===== config.mk =====
export PLATFORM = sky130hd
export DESIGN_NAME = dual_res_capture
export DESIGN_NICKNAME = d
export VERILOG_FILES = /design/src/rtl/dual_res_capture.sv
export SDC_FILE = /design/constraint.sdc
export NUM_CORES = 1
export LEC_CHECK = 0
export BUFFER_PORTS_ARGS = -buffer_cell sky130_fd_sc_hd__buf_2
export CAP_MARGIN = 10
export CORE_MARGIN = 2
export CORE_UTILIZATION = 35
export CTS_CLUSTER_DIAMETER = 100
export DETAILED_ROUTE_END_ITERATION = 16
export PLACE_DENSITY = 0.51
export SETUP_SLACK_MARGIN = 0.2
export SYNTH_ARGS = -nofsm -noshare
export SYNTH_HDL_FRONTEND = slang
export SYNTH_SLANG_ARGS = --single-unit

===== constraint.sdc =====
create_clock -name clk -period 5.1 [get_ports clk]
set_input_delay 0.255 -clock clk [delete_from_list [all_inputs] [get_ports clk]]
set_output_delay 0.255 -clock clk [all_outputs]
set_load 0.01 [all_outputs]

===== src/rtl/dual_res_capture.sv =====
module dual_res_capture #(
  parameter int FINE_W = 2,
  parameter int CNT_W  = 14,
  parameter int DIV_W  = 8
) (
  input  logic                    clk,
  input  logic                    rst_n,
  input  logic [DIV_W-1:0]        cfg_hr_div,
  input  logic                    cfg_share,
  input  logic [1:0]              pin_in,
  input  logic [1:0]              slot_en,
  input  logic [1:0]              slot_pin,
  input  logic [1:0]              slot_period,
  input  logic [1:0]              slot_hr,
  output logic [1:0]              cap_valid,
  output logic [CNT_W+FINE_W-1:0] cap0_value,
  output logic [CNT_W+FINE_W-1:0] cap1_value
);
  localparam int RES_W = CNT_W + FINE_W;

  logic [1:0] sync_a, sync_b, lvl;

  always_ff @(posedge clk or negedge rst_n)
    if (!rst_n) begin
      sync_a <= '0;
      sync_b <= '0;
    end else begin
      sync_a <= pin_in;
      sync_b <= sync_a;
    end

  assign lvl = {cfg_share ? sync_b[0] : sync_b[1], sync_b[0]};

  logic [DIV_W-1:0]  hr_cnt;
  logic [DIV_W:0]    hr_nxt;
  logic [FINE_W-1:0] phase;
  logic              tick, bnd;

  assign hr_nxt = {1'b0, hr_cnt} + (DIV_W+1)'(1);
  assign tick   = hr_nxt >= {1'b0, cfg_hr_div};
  assign bnd    = tick & (&phase);

  always_ff @(posedge clk or negedge rst_n)
    if (!rst_n) begin
      hr_cnt <= '0;
      phase  <= '0;
    end else begin
      hr_cnt <= tick ? '0 : hr_nxt[DIV_W-1:0];
      if (tick) phase <= phase + FINE_W'(1);
    end

  logic       hr0_on, hr1_on;
  logic [1:0] slot_fine, fine_en;

  assign hr0_on    = slot_en[0] & slot_hr[0];
  assign hr1_on    = slot_en[1] & slot_hr[1];
  assign slot_fine = {hr1_on & ~(hr0_on & (slot_pin[0] == slot_pin[1])), hr0_on};

  logic [1:0]        f_edge, rise, fall;
  logic [FINE_W-1:0] rem_eff [2];

  for (genvar j = 0; j < 2; j++) begin : g_pin
    logic              f_lvl, l_lvl;
    logic [FINE_W-1:0] f_rem;

    assign fine_en[j] = (slot_fine[0] && slot_pin[0] == 1'(j)) ||
                        (slot_fine[1] && slot_pin[1] == 1'(j));
    assign f_edge[j]  = tick & fine_en[j] & (lvl[j] ^ f_lvl);
    assign rem_eff[j] = f_edge[j] ? ~phase : f_rem;
    assign rise[j]    = bnd &  lvl[j] & ~l_lvl;
    assign fall[j]    = bnd & ~lvl[j] &  l_lvl;

    always_ff @(posedge clk or negedge rst_n)
      if (!rst_n) begin
        f_lvl <= 1'b0;
        f_rem <= '0;
        l_lvl <= 1'b0;
      end else begin
        if (tick && fine_en[j]) f_lvl <= lvl[j];
        if (f_edge[j])          f_rem <= ~phase;
        if (bnd)                l_lvl <= lvl[j];
      end
  end

  logic [RES_W-1:0] res [2];

  for (genvar s = 0; s < 2; s++) begin : g_slot
    logic              run, vld, st, sp;
    logic [CNT_W-1:0]  cnt, cnt_n;
    logic [FINE_W-1:0] rs, rm;
    logic [RES_W-1:0]  val, meas;

    assign sp    = fall[slot_pin[s]];
    assign st    = slot_period[s] ? sp : rise[slot_pin[s]];
    assign rm    = slot_fine[s] ? rem_eff[slot_pin[s]] : '0;
    assign cnt_n = (&cnt) ? cnt : cnt + CNT_W'(1);
    assign meas  = {cnt_n, {FINE_W{1'b0}}} + RES_W'(rs) - RES_W'(rm);

    always_ff @(posedge clk or negedge rst_n)
      if (!rst_n) begin
        run <= 1'b0;
        vld <= 1'b0;
        cnt <= '0;
        rs  <= '0;
        val <= '0;
      end else begin
        vld <= 1'b0;
        if (!slot_en[s]) run <= 1'b0;
        else if (bnd) begin
          if (run && sp) begin
            val <= meas;
            vld <= 1'b1;
          end
          if (st) begin
            run <= 1'b1;
            cnt <= '0;
            rs  <= rm;
          end else if (sp) run <= 1'b0;
          else if (run)    cnt <= cnt_n;
        end
      end

    assign cap_valid[s] = vld;
    assign res[s]       = val;
  end

  assign cap0_value = res[0];
  assign cap1_value = res[1];
endmodule



==> flow_metrics.tcl <==
set metrics [dict create \
    dp_hpwl_microns 10700 \
    overflow 0 \
    ys_types 65 \
    antenna_found_initial 0 \
    synthTopCellsByArea "dfrtp_1 40%, nand2_1 6.4%, o21ai_0 4.7%" \
    final_core_util_pct 40.8 \
    numCtsBuffers 9 \
    synth.top_cell.area_share_pct 40.2 \
    nets 726 \
    wire_per_inst_microns 15.6 \
    firstDrtPassIters 4 \
    finClkSkew_ns 0.00944 \
    startpoint_type "flop" \
    synth_area_sq_um 5600 \
    clk_latency_ns 0.36 \
    crit_required_ns 5.34 \
    p_leak_nw 2.86 \
    routed_wl_microns 14200 \
    seq_area_sq_um 2250 \
    die_x_microns 130 \
    synth_area_leader_cell "dfrtp_1" \
    place_area_sq_um 6060 \
    synth_top_family_by_area "simple AND/OR/NAND/NOR gates" \
    end_kind "flop" \
    r2r_start "hr_cnt[0]$_DFF_PN0_" \
    syn_avg_cell_area_sq_um 8.76 \
    cp_data_arrival_time_ns 4.85 \
    grt_pass1_wl_microns 23000 \
    wl_met2_microns 6420 \
    floorplan.initialDensity_pct 35.5 \
    cts_max_level 3 \
    synth_ff_type "dfrtp_1" \
    grt_max_degree 65 \
    cap_violations 0 \
    hold_path.class "in -> reg" \
    hp-start "slot_en[1]" \
    drc 0 \
    pin_count 55 \
    drt-met1-wl_microns 6930 \
    grt_pass1_vias 4507 \
    cp_max_fo 9 \
    ys_seq_elements 90 \
    syn2layout_area_growth_pct 15.0 \
    multiInputGateArea_sq_um 3160 \
    first_iter_violations 404 \
    worst_slew_pin_slew_ns 0.996 \
    layout_common_cells "95 x nand2_1, 89 x dfrtp_1, 53 x buf_2" \
    clock_path_buffers 2 \
    wl_met3_microns 538 \
    fin_tns_setup_ns 0 \
    port_buffers 54 \
    setup_viol 0 \
    yosys.area_share.simple_pct 23.7 \
    fp.coreArea_sq_um 15800 \
    period_share_pct 90.3 \
    synthArstFlopShare_pct 100 \
    route.vias.total 4834 \
    synth_fa_ha_area_share_pct 4.29 \
    drv_slew 0 \
    clk_root_buffer_cell "clkbuf_16" \
    crit_start "hr_cnt[0]$_DFF_PN0_" \
    layout_commonest_cell "nand2_1" \
    die_y_microns 130 \
    status "complete, no violations" \
    track_usage_pct 17.3 \
    clock-sinks 90 \
    viasPerCell 5.32 \
    worst-setup-path-type "reg -> reg" \
    die-area_sq_um 17000 \
    nFillCells 1593 \
    synth_edf_count 0 \
    synthCells 639 \
    finalHoldViolCount 0 \
    synth-seq-area-share_pct 40.2 \
    drive_above_1_share_pct 15.8 \
    finalWeightedCongestion 0.870 \
    maxClockFrequency_mhz 217 \
    fin_crit_ns 4.61 \
    detail-route-antenna-nets 0 \
    tritoncts "yes" \
    synthMuxAreaShare_pct 3.98 \
    clk_pin_slew_worst_paths_ns 0.07 \
    slew_headroom_pct 33.6 \
    p_per_area_nw_per_um2 324 \
    rsz0062_at_grt "false" \
    diodes 0 \
    synth_compound_area_share_pct 17.3 \
    yosysWarnings 0 \
    syn-num-nets 678 \
    fin_area_sq_um 6430 \
    worst_ir_drop_vdd_uv 206 \
    route.top_layer_used "met4" \
    synth_xor_area_share_pct 6.57 \
    rows 46 \
]
-- sequential cells by signal (all words and copies together), names as in the netlist, 4 cells and up --
| register | flops |
|---|---|
| g_slot.rs | 4 |
| g_pin.f_rem | 4 |
| cap0_value | 16 |
| g_slot.cnt | 28 |
| cap1_value | 16 |
| hr_cnt | 8 |
-- through the flow --
step	power, W	cells	setup slack, ns	hold WS (ns)
5_1_grt	0.00223	908	0.214	0.206
3_3_place_gp	0.00139	887	0.456	0.193
2_1_floorplan	0.00126	639	0.737	-0.0406
6_report	0.00209	908	0.494	0.201
4_1_cts	0.00209	906	0.263	0.190
3_5_place_dp	0.00140	887	0.274	0.199
-- logic make-up after synthesis --
logic type | count (synthesis)
adders and majority gates | 18
buffers and inverters | 53
DFF | 90
AOI/OAI and AO/OA | 151
muxes | 21
and+or+nand+nor | 264
xor gates and xnor gates | 42
-- report_power, final --
part,switching [W],internal (W),total [W],leakage (nW)
combinational,0.000308,0.000236,0.000544,1.51
sequential,0.0000806,0.000786,0.000866,1.21
clock,0.000331,0.000347,0.000678,0.147
total,0.000719,0.00137,0.00209,2.86
-- worst max-delay path: stages (launching register included) --
cell and delay [ns]:
dfrtp_2 0.42, ha_2 0.24, nand3_1 0.13, xnor2_2 0.16
ha_1 0.29, a211o_1 0.30, a21oi_1 0.16, o21ai_2 0.16
o21ai_2 0.24, mux2_2 0.21, nor2_1 0.05, or3_1 0.41
ha_1 0.31, a211o_1 0.34, a211oi_4 0.31, and4_4 0.32
nand2_2 0.06, xor2_1 0.13, mux2_4 0.25
-- layer usage --
| metal | vias up | track usage, % |
|---|---|---|
| li1 | 2395 | - |
| met1 | 2311 | 24.2 |
| met2 | 110 | 27.1 |
| met3 | 18 | 2.52 |
| met4 | 0 | 6.88 |
| met5 | - | 0 |
-- cells in the mapped netlist, drive strengths merged (3+ instances only) --
library cell,number
or3,3
nand4,14
a22o,6
dfrtp,90
nand2,97
o211ai,4
nor2,36
o211a,3
xor2,17
nor2b,9
inv,25
or2,6
mux2,7
nand3,31
a31oi,20
a21o,4
nor4,13
a21oi,21
nor3,9
mux2i,14
buf,7
o21bai,4
o21ai,61
and4,6
nor3b,5
xnor2,25
clkbuf,21
and2,9
and3,8
o31ai,4
a211oi,5
ha,16
nand2b,12
or4,4
o31a,3
-- what timing repair did --
item	in CTS	in global routing
resized for setup	0	13
hold buffers	3	0
hold endpoints to repair	28	0
buffers inserted	0	2
endpoints found under the setup margin	0	18
-- final cells by class --
type | instances | share of cell area, %
clock buffer | 9 | 3.50
clock inverter | 7 | 1.07
inverter | 25 | 1.46
multi-input combinational | 496 | 49.1
sequential | 90 | 35.0
tap | 216 | 4.20
timing repair buffer | 65 | 5.64
-- path summary, 6_finish.rpt --
check | end | slack (ns) | depth (start not counted)
max reg2reg | cap0_value[11]$_DFFE_PN0P_ | 0.49 | 18
max | cap0_value[11]$_DFFE_PN0P_ | 0.49 | 18
min reg2reg | sync_b[0]$_DFF_PN0_ | 0.36 | 0
min in group asynchronous | cap0_value[1]$_DFFE_PN0P_ | 0.35 | 2
min | g_slot[1].run$_DFFE_PN0P_ | 0.20 | 2
max in group asynchronous | cap1_value[3]$_DFFE_PN0P_ | 3.60 | 3
No activity file was read; power rests on OpenSTA's default activity.
